`src/rtl/i2cs_pkg.sv`:
```
package i2cs_pkg;
  localparam int REG_AW = 3;
  localparam int NFLAG  = 4;

  localparam int FL_BYTE  = 0;
  localparam int FL_START = 1;
  localparam int FL_STOP  = 2;
  localparam int FL_NACK  = 3;

  localparam logic [REG_AW-1:0] RG_CTRL = 3'd0;
  localparam logic [REG_AW-1:0] RG_OWN  = 3'd1;
  localparam logic [REG_AW-1:0] RG_DATA = 3'd2;
  localparam logic [REG_AW-1:0] RG_CMD  = 3'd3;
  localparam logic [REG_AW-1:0] RG_STAT = 3'd4;
  localparam logic [REG_AW-1:0] RG_IEN  = 3'd5;

  localparam int CMD_ACK  = 0;
  localparam int CMD_NACK = 1;
  localparam int CMD_SEND = 2;

  typedef enum logic [2:0] {
    ST_LISTEN, ST_RX, ST_RX_HOLD, ST_RX_ACK,
    ST_TX_HOLD, ST_TX, ST_TX_ACK, ST_PARK
  } eng_st_t;
endpackage

```
`src/rtl/i2cs_edge.sv`:
```
module i2cs_edge (
  input  logic clk,
  input  logic rst_n,
  input  logic scl_i,
  input  logic sda_i,
  output logic scl_rise_o,
  output logic scl_fall_o,
  output logic start_o,
  output logic stop_o
);
  logic scl_q, sda_q;

  always_ff @(posedge clk or negedge rst_n) begin
    if (!rst_n) begin
      scl_q <= 1'b1;
      sda_q <= 1'b1;
    end else begin
      scl_q <= scl_i;
      sda_q <= sda_i;
    end
  end

  assign scl_rise_o = scl_i & ~scl_q;
  assign scl_fall_o = ~scl_i & scl_q;
  // SDA edge while SCL stays high frames a transfer
  assign start_o = scl_i & scl_q & sda_q & ~sda_i;
  assign stop_o  = scl_i & scl_q & ~sda_q & sda_i;
endmodule

```
`src/rtl/i2cs_engine.sv`:
```
module i2cs_engine
  import i2cs_pkg::*;
#(
  parameter int BYTE_W = 8
) (
  input  logic              clk,
  input  logic              rst_n,
  input  logic              en_i,
  input  logic              cmp_en_i,
  input  logic [BYTE_W-2:0] own_i,
  input  logic [BYTE_W-1:0] tx_byte_i,
  input  logic              cmd_ack_i,
  input  logic              cmd_nack_i,
  input  logic              cmd_send_i,
  input  logic              scl_i,
  input  logic              sda_i,
  input  logic              scl_rise_i,
  input  logic              scl_fall_i,
  input  logic              start_i,
  input  logic              stop_i,
  output logic              scl_oe_o,
  output logic              sda_oe_o,
  output logic [BYTE_W-1:0] rx_byte_o,
  output logic              ev_byte_o,
  output logic              ev_start_o,
  output logic              ev_stop_o,
  output logic              ev_nack_o,
  output logic              hold_o,
  output logic              addr_hold_o,
  output logic              dir_tx_o
);
  localparam int CNT_W = $clog2(BYTE_W + 1);
  localparam logic [CNT_W-1:0] CNT_FULL = CNT_W'(BYTE_W);
  localparam logic [CNT_W-1:0] CNT_LAST = CNT_W'(BYTE_W - 1);
  localparam logic [CNT_W-1:0] CNT_ONE  = CNT_W'(1);

  eng_st_t           st;
  logic [BYTE_W-1:0] sh;
  logic [CNT_W-1:0]  cnt;
  logic              ack_q, mack_q, is_addr, setup_q;

  always_ff @(posedge clk or negedge rst_n) begin
    if (!rst_n) begin
      st <= ST_LISTEN; sh <= '0; cnt <= '0;
      ack_q <= 1'b0; mack_q <= 1'b0; is_addr <= 1'b0; setup_q <= 1'b0;
      rx_byte_o <= '0; dir_tx_o <= 1'b0;
      ev_byte_o <= 1'b0; ev_start_o <= 1'b0; ev_stop_o <= 1'b0; ev_nack_o <= 1'b0;
    end else begin
      ev_byte_o <= 1'b0; ev_start_o <= 1'b0; ev_stop_o <= 1'b0; ev_nack_o <= 1'b0;
      setup_q <= 1'b0;
      if (!en_i) begin
        st <= ST_LISTEN;
      end else if (start_i) begin
        st <= ST_RX; cnt <= '0; is_addr <= 1'b1; dir_tx_o <= 1'b0; ev_start_o <= 1'b1;
      end else if (stop_i) begin
        if (st != ST_LISTEN) ev_stop_o <= 1'b1;
        st <= ST_LISTEN;
      end else begin
        case (st)
          ST_RX: begin
            if (scl_rise_i) begin
              sh  <= {sh[BYTE_W-2:0], sda_i};
              cnt <= cnt + CNT_ONE;
            end else if (scl_fall_i && cnt == CNT_FULL) begin
              if (is_addr && cmp_en_i && sh[BYTE_W-1:1] != own_i) begin
                st <= ST_LISTEN;
              end else begin
                rx_byte_o <= sh;
                if (is_addr) dir_tx_o <= sh[0];
                st <= ST_RX_HOLD;
                ev_byte_o <= 1'b1;
              end
            end
          end
          ST_RX_HOLD: if (cmd_ack_i || cmd_nack_i) begin
            ack_q <= cmd_ack_i & ~cmd_nack_i;
            st <= ST_RX_ACK;
            setup_q <= 1'b1;
          end
          ST_RX_ACK: if (scl_fall_i) begin
            if (!ack_q) st <= ST_PARK;
            else if (is_addr && dir_tx_o) begin st <= ST_TX_HOLD; ev_byte_o <= 1'b1; end
            else begin st <= ST_RX; cnt <= '0; end
            is_addr <= 1'b0;
          end
          ST_TX_HOLD: if (cmd_send_i) begin
            sh <= tx_byte_i; cnt <= '0; st <= ST_TX; setup_q <= 1'b1;
          end
          ST_TX: if (scl_fall_i) begin
            if (cnt == CNT_LAST) st <= ST_TX_ACK;
            else begin sh <= sh << 1; cnt <= cnt + CNT_ONE; end
          end
          ST_TX_ACK: begin
            if (scl_rise_i) mack_q <= ~sda_i;
            else if (scl_fall_i) begin
              if (mack_q) begin st <= ST_TX_HOLD; ev_byte_o <= 1'b1; end
              else begin st <= ST_PARK; ev_nack_o <= 1'b1; end
            end
          end
          default: ;
        endcase
      end
    end
  end

  assign hold_o      = (st == ST_RX_HOLD) || (st == ST_TX_HOLD);
  assign scl_oe_o    = hold_o || setup_q;
  assign sda_oe_o    = ((st == ST_RX_ACK) && ack_q) || ((st == ST_TX) && !sh[BYTE_W-1]);
  assign addr_hold_o = is_addr && (st == ST_RX_HOLD);

  // no command, no release
  a_r3_hold_until_cmd: assert property (@(posedge clk) disable iff (!rst_n)
    (en_i && !start_i && !stop_i && st == ST_RX_HOLD && !cmd_ack_i && !cmd_nack_i) |=> scl_oe_o);
  // own SDA moves only while SCL is low
  a_r4_sda_moves_scl_low: assert property (@(posedge clk) disable iff (!rst_n)
    (!$stable(sda_oe_o) && !$past(start_i || stop_i || !en_i)) |-> !scl_i);
  // a mismatching address never stretches
  a_r5_no_hold_on_miss: assert property (@(posedge clk) disable iff (!rst_n)
    (en_i && !start_i && !stop_i && st == ST_RX && is_addr && cmp_en_i && scl_fall_i &&
     cnt == CNT_FULL && sh[BYTE_W-1:1] != own_i) |=> (!scl_oe_o && !sda_oe_o));
  // master NACK frees both lines
  a_r8_nack_releases: assert property (@(posedge clk) disable iff (!rst_n)
    (en_i && !start_i && !stop_i && st == ST_TX_ACK && !scl_rise_i && scl_fall_i && !mack_q)
    |=> (!scl_oe_o && !sda_oe_o));
endmodule

```
`src/rtl/i2cs_regs.sv`:
```
module i2cs_regs
  import i2cs_pkg::*;
#(
  parameter int BYTE_W = 8
) (
  input  logic              clk,
  input  logic              rst_n,
  input  logic              we_i,
  input  logic [REG_AW-1:0] addr_i,
  input  logic [BYTE_W-1:0] wdata_i,
  output logic [BYTE_W-1:0] rdata_o,
  input  logic              ev_byte_i,
  input  logic              ev_start_i,
  input  logic              ev_stop_i,
  input  logic              ev_nack_i,
  input  logic              hold_i,
  input  logic              addr_hold_i,
  input  logic              dir_tx_i,
  input  logic [BYTE_W-1:0] rx_byte_i,
  output logic              en_o,
  output logic              cmp_en_o,
  output logic [BYTE_W-2:0] own_o,
  output logic [BYTE_W-1:0] tx_byte_o,
  output logic              cmd_ack_o,
  output logic              cmd_nack_o,
  output logic              cmd_send_o,
  output logic              irq_o
);
  logic [NFLAG-1:0] flags, ien, set_v, clr_v;

  always_comb begin
    set_v = '0;
    set_v[FL_BYTE]  = ev_byte_i;
    set_v[FL_START] = ev_start_i;
    set_v[FL_STOP]  = ev_stop_i;
    set_v[FL_NACK]  = ev_nack_i;
  end
  assign clr_v = (we_i && addr_i == RG_STAT) ? wdata_i[NFLAG-1:0] : '0;

  always_ff @(posedge clk or negedge rst_n) begin
    if (!rst_n) begin
      en_o <= 1'b0; cmp_en_o <= 1'b0; own_o <= '0; tx_byte_o <= '0;
      flags <= '0; ien <= '0;
    end else begin
      flags <= (flags & ~clr_v) | set_v;
      if (we_i) begin
        case (addr_i)
          RG_CTRL: begin en_o <= wdata_i[0]; cmp_en_o <= wdata_i[1]; end
          RG_OWN:  own_o <= wdata_i[BYTE_W-2:0];
          RG_DATA: tx_byte_o <= wdata_i;
          RG_IEN:  ien <= wdata_i[NFLAG-1:0];
          default: ;
        endcase
      end
    end
  end

  assign cmd_ack_o  = we_i && addr_i == RG_CMD && wdata_i[CMD_ACK];
  assign cmd_nack_o = we_i && addr_i == RG_CMD && wdata_i[CMD_NACK];
  assign cmd_send_o = we_i && addr_i == RG_CMD && wdata_i[CMD_SEND];
  assign irq_o      = |(flags & ien);

  always_comb begin
    rdata_o = '0;
    case (addr_i)
      RG_CTRL: rdata_o = BYTE_W'({cmp_en_o, en_o});
      RG_OWN:  rdata_o = BYTE_W'(own_o);
      RG_DATA: rdata_o = rx_byte_i;
      RG_STAT: rdata_o = BYTE_W'({dir_tx_i, addr_hold_i, hold_i, flags});
      RG_IEN:  rdata_o = BYTE_W'(ien);
      default: rdata_o = '0;
    endcase
  end

  // a flag not cleared survives to the next cycle
  a_r9_flags_sticky: assert property (@(posedge clk) disable iff (!rst_n)
    ((flags & $past(flags & ~clr_v)) == $past(flags & ~clr_v)));
endmodule

```
`src/rtl/i2c_byte_slave.sv`:
```
module i2c_byte_slave
  import i2cs_pkg::*;
#(
  parameter int BYTE_W = 8
) (
  input  logic              clk,
  input  logic              rst_n,
  input  logic              scl_i,
  input  logic              sda_i,
  output logic              scl_oe_o,
  output logic              sda_oe_o,
  input  logic              reg_we_i,
  input  logic [REG_AW-1:0] reg_addr_i,
  input  logic [BYTE_W-1:0] reg_wdata_i,
  output logic [BYTE_W-1:0] reg_rdata_o,
  output logic              irq_o
);
  logic scl_rise, scl_fall, start_c, stop_c;
  logic en, cmp_en, cmd_ack, cmd_nack, cmd_send;
  logic [BYTE_W-2:0] own;
  logic [BYTE_W-1:0] tx_byte, rx_byte;
  logic ev_byte, ev_start, ev_stop, ev_nack, hold, addr_hold, dir_tx;

  i2cs_edge u_edge (
    .clk(clk), .rst_n(rst_n), .scl_i(scl_i), .sda_i(sda_i),
    .scl_rise_o(scl_rise), .scl_fall_o(scl_fall), .start_o(start_c), .stop_o(stop_c)
  );

  i2cs_engine #(.BYTE_W(BYTE_W)) u_eng (
    .clk(clk), .rst_n(rst_n), .en_i(en), .cmp_en_i(cmp_en), .own_i(own),
    .tx_byte_i(tx_byte), .cmd_ack_i(cmd_ack), .cmd_nack_i(cmd_nack), .cmd_send_i(cmd_send),
    .scl_i(scl_i), .sda_i(sda_i), .scl_rise_i(scl_rise), .scl_fall_i(scl_fall),
    .start_i(start_c), .stop_i(stop_c), .scl_oe_o(scl_oe_o), .sda_oe_o(sda_oe_o),
    .rx_byte_o(rx_byte), .ev_byte_o(ev_byte), .ev_start_o(ev_start), .ev_stop_o(ev_stop),
    .ev_nack_o(ev_nack), .hold_o(hold), .addr_hold_o(addr_hold), .dir_tx_o(dir_tx)
  );

  i2cs_regs #(.BYTE_W(BYTE_W)) u_regs (
    .clk(clk), .rst_n(rst_n), .we_i(reg_we_i), .addr_i(reg_addr_i), .wdata_i(reg_wdata_i),
    .rdata_o(reg_rdata_o), .ev_byte_i(ev_byte), .ev_start_i(ev_start), .ev_stop_i(ev_stop),
    .ev_nack_i(ev_nack), .hold_i(hold), .addr_hold_i(addr_hold), .dir_tx_i(dir_tx),
    .rx_byte_i(rx_byte), .en_o(en), .cmp_en_o(cmp_en), .own_o(own), .tx_byte_o(tx_byte),
    .cmd_ack_o(cmd_ack), .cmd_nack_o(cmd_nack), .cmd_send_o(cmd_send), .irq_o(irq_o)
  );
endmodule

```
`config.mk`:
```
export PLATFORM = sky130hd
export DESIGN_NAME = i2c_byte_slave
export DESIGN_NICKNAME = d
export VERILOG_FILES = /design/src/rtl/i2cs_pkg.sv /design/src/rtl/i2cs_edge.sv /design/src/rtl/i2cs_engine.sv /design/src/rtl/i2cs_regs.sv /design/src/rtl/i2c_byte_slave.sv
export SDC_FILE = /design/constraint.sdc
export NUM_CORES = 1
export LEC_CHECK = 0
export ABC_AREA = 1
export BUFFER_PORTS_ARGS = -buffer_cell sky130_fd_sc_hd__buf_4
export CORE_MARGIN = 2
export CORE_UTILIZATION = 40
export CTS_CLUSTER_DIAMETER = 80
export DETAILED_ROUTE_END_ITERATION = 10
export PLACE_DENSITY = 0.67
export SYNTH_ARGS = -nofsm -noshare
export SYNTH_HDL_FRONTEND = slang
export SYNTH_SLANG_ARGS = --single-unit
```
`constraint.sdc`:
```
create_clock -name clk -period 2.3 [get_ports clk]
set_clock_uncertainty 0.05 [all_clocks]
set_input_delay 0.46 -clock clk [delete_from_list [all_inputs] [get_ports clk]]
set_output_delay 0.46 -clock clk [all_outputs]
set_load 0.02 [all_outputs]
```
==> flow_summary.json <==
{
  "clk_latency_ns": 0.34,
  "maxCapViolations": 0,
  "final_common_cell": "nand2_1",
  "syn_area_per_cell_um2": 7.46,
  "clk_pin_slew_worst_paths_ns": 0.07,
  "syn_inst": 428,
  "yosys_warnings": 0,
  "crit_chain": "inv_2 > nand2_1 > nor2_4 > inv_1 > nor3_1 > a21oi_1 > o21ai_0 > buf_4",
  "antenna_found_initial": 0,
  "synthArstFlopShare": 1.00,
  "critical_path.top_delay_family": "simple AND/OR/NAND/NOR gates",
  "grt_pass1_wl_um": 13600,
  "area_growth_pct": 16.8,
  "p_per_area_nw_per_um2": 747,
  "cts_buffers": 9,
  "routed_via_density": 5.13,
  "arrival_ns": 1.74,
  "gr-total-overflow": 0,
  "mostFrequentLayoutCells": "115 x nand2_1, 56 x inv_1, 56 x dfrtp_1, 42 x o21ai_0, 37 x nor2_1",
  "critPathMaxStageDelay_ns": 0.40,
  "end_kind": "output port",
  "synth_fp_nets": 446,
  "peakVddDrop_mv": 0.410,
  "die_area_um2": 8720,
  "portBuffers": 26,
  "numPlacedInstances": 554,
  "worstMarginPinSlew_ns": 0.739,
  "status": "finished clean",
  "rrSetupSlack_ns": 0.49,
  "fin_cells": 572,
  "drive_gt1_frac": 0.166,
  "htreeDepth": 3,
  "ant_nets": 0,
  "hpwl_um": 6080,
  "die_width_um": 93.4,
  "synth_edf_count": 0,
  "ys_ff_latch": 59,
  "cts-root-buf": "clkbuf_8",
  "core_region_area_um2": 7730,
  "mappedNetlistArea_um2": 3190,
  "cts_tree": "done",
  "period_share": 0.978,
  "leakage_nw": 1.88,
  "start_util": 0.413,
  "avgRoutedWirePerCell_um": 14.3,
  "fin_area_um2": 3730,
  "clockBufferDepth": 2,
  "hold_viol": 0,
  "slew_headroom": 0.507,
  "first_global_vias": 2797,
  "totalNegativeSetupSlack_ns": 0,
  "slew_violations": 0,
  "rsz0062_at_grt": "no",
  "min_period_ns": 2.25,
  "dr.pass1.iters": 7,
  "crit_required_ns": 1.79,
  "setup_violations": 0,
  "io_pins": 27,
  "gp_congestion": 0.927,
  "critPathBufInv": 3,
  "drt-total-wl_um": 8160,
  "vias": 2933,
  "nets": 484,
  "worstPathMaxFanout": 5,
  "yosysSeqAreaShare": 0.463,
  "hold_path.class": "in -> async",
  "die_h_um": 93.4,
  "cts.sinks": 59,
  "grt_max_degree": 60,
  "path_class": "reg -> out",
  "synthFlopType": "dfrtp_1",
  "place_area_um2": 3510,
  "cp_slowest_cell": "dfrtp_1",
  "yosysUniqueCellTypes": 35,
  "power_mw": 2.79,
  "drt_iter0_markers": 218,
  "placementRows": 32,
  "track_usage": 0.203,
  "max_freq_ghz": 0.445,
  "route.detailed.drc": 0,
  "diodes": 0,
  "worstSetupStartpointType": "flip-flop"
}
[path summary, 6_finish.rpt]
check	startpoint	endpoint	depth (start not counted)
worst min register to register	u_eng.ev_byte_o	u_regs.flags[0]	1
max in group asynchronous	rst_n	u_eng.st[1]	1
worst max-delay path	u_eng.st[2]	reg_rdata_o[5]	8
worst min-delay path	rst_n	u_regs.tx_byte_o[6]	1
worst max register to register	u_regs.en_o	u_eng.sh[0]	7
min in group clk	sda_i	u_edge.sda_q	1
[layer usage]
layer / share of wire / global-route usage / up-vias
li1: - / - / 1454
met1: 0.47 / 0.294 / 1372
met2: 0.45 / 0.301 / 94
met3: 0.061 / 0.0443 / 13
met4: 0.014 / 0.0686 / 0
met5: 0 / 0 / -
[report_power, final]
| group | internal (mW) | switching (mW) |
|---|---|---|
| registers | 1.17 | 0.112 |
| logic | 0.228 | 0.376 |
| clock network | 0.492 | 0.414 |
| total | 1.89 | 0.902 |
[synthesized netlist by cell type (2+ instances only)]
cell type  count  share of area
nor3_1         5         0.0078
dfrtp_1       57           0.45
o21bai_1       4         0.0094
o221ai_1       2         0.0055
nand3_1       30          0.047
clkbuf_1       3         0.0035
inv_2          8         0.0094
a221o_1        2         0.0063
a21oi_2        3         0.0082
buf_2          2         0.0031
nor2_1        38          0.045
ha_1           2         0.0078
a21oi_1       15          0.024
nand4_1        7          0.014
o21ai_1        6         0.0094
inv_1         57          0.067
o22ai_1        5         0.0098
nand2_1      115           0.14
nand2_2        2         0.0039
xor2_1         2         0.0055
o21ai_0       42          0.066
nor2_2         7          0.014
dfstp_2        2          0.016
[area by class of cell]
class | instances | area, um^2
inverter | 65 | 244
clock buffer | 10 | 128
fill | 788 | 4000
sequential | 59 | 1480
multi-input combinational | 298 | 1450
clock inverter | 5 | 53.8
timing repair buffer | 33 | 248
tap | 102 | 128
[timing repair]
item | CTS | global route
hold buffers | 0 | 0
setup buffers | 0 | 3
cloned | 0 | 0
pin swaps | 0 | 1
resized for setup | 3 | 2
endpoints found under the setup margin | 2 | 2
[kinds of logic (layout without fill, tap and decap cells)]
logic type / after synthesis / after routing / synth area share
AND/OR/NAND/NOR: 209 / 209 / 0.284
adder cells (fa/ha/maj): 2 / 2 / 0.00783
flip-flops: 59 / 59 / 0.463
buffers and inverters: 71 / 113 / 0.0866
AO/OA/AOI/OAI: 83 / 83 / 0.147
XOR/XNOR: 3 / 3 / 0.00823
multiplexers: 1 / 1 / 0.00353
[metrics by stage]
stage	hold WS [ns]	util	setup WS, ns
3_5_place_dp	0.378	0.455	0.238
3_3_place_gp	0.375	0.455	0.240
4_1_cts	0.163	0.479	0.00944
6_report	0.127	0.483	0.0511
5_1_grt	0.181	0.483	0.000883
2_1_floorplan	0.114	-	0.474
[sequential cells by signal, indices dropped and copies added, names as in the netlist, 3 cells and up]
signal	cells
u_eng.sh	8
u_regs.ien	4
u_eng.rx_byte_o	8
u_eng.cnt	4
u_regs.tx_byte_o	8
u_regs.own_o	7
u_regs.flags	4
u_eng.st	3
Note: power is estimated with default switching activity, not from simulation.
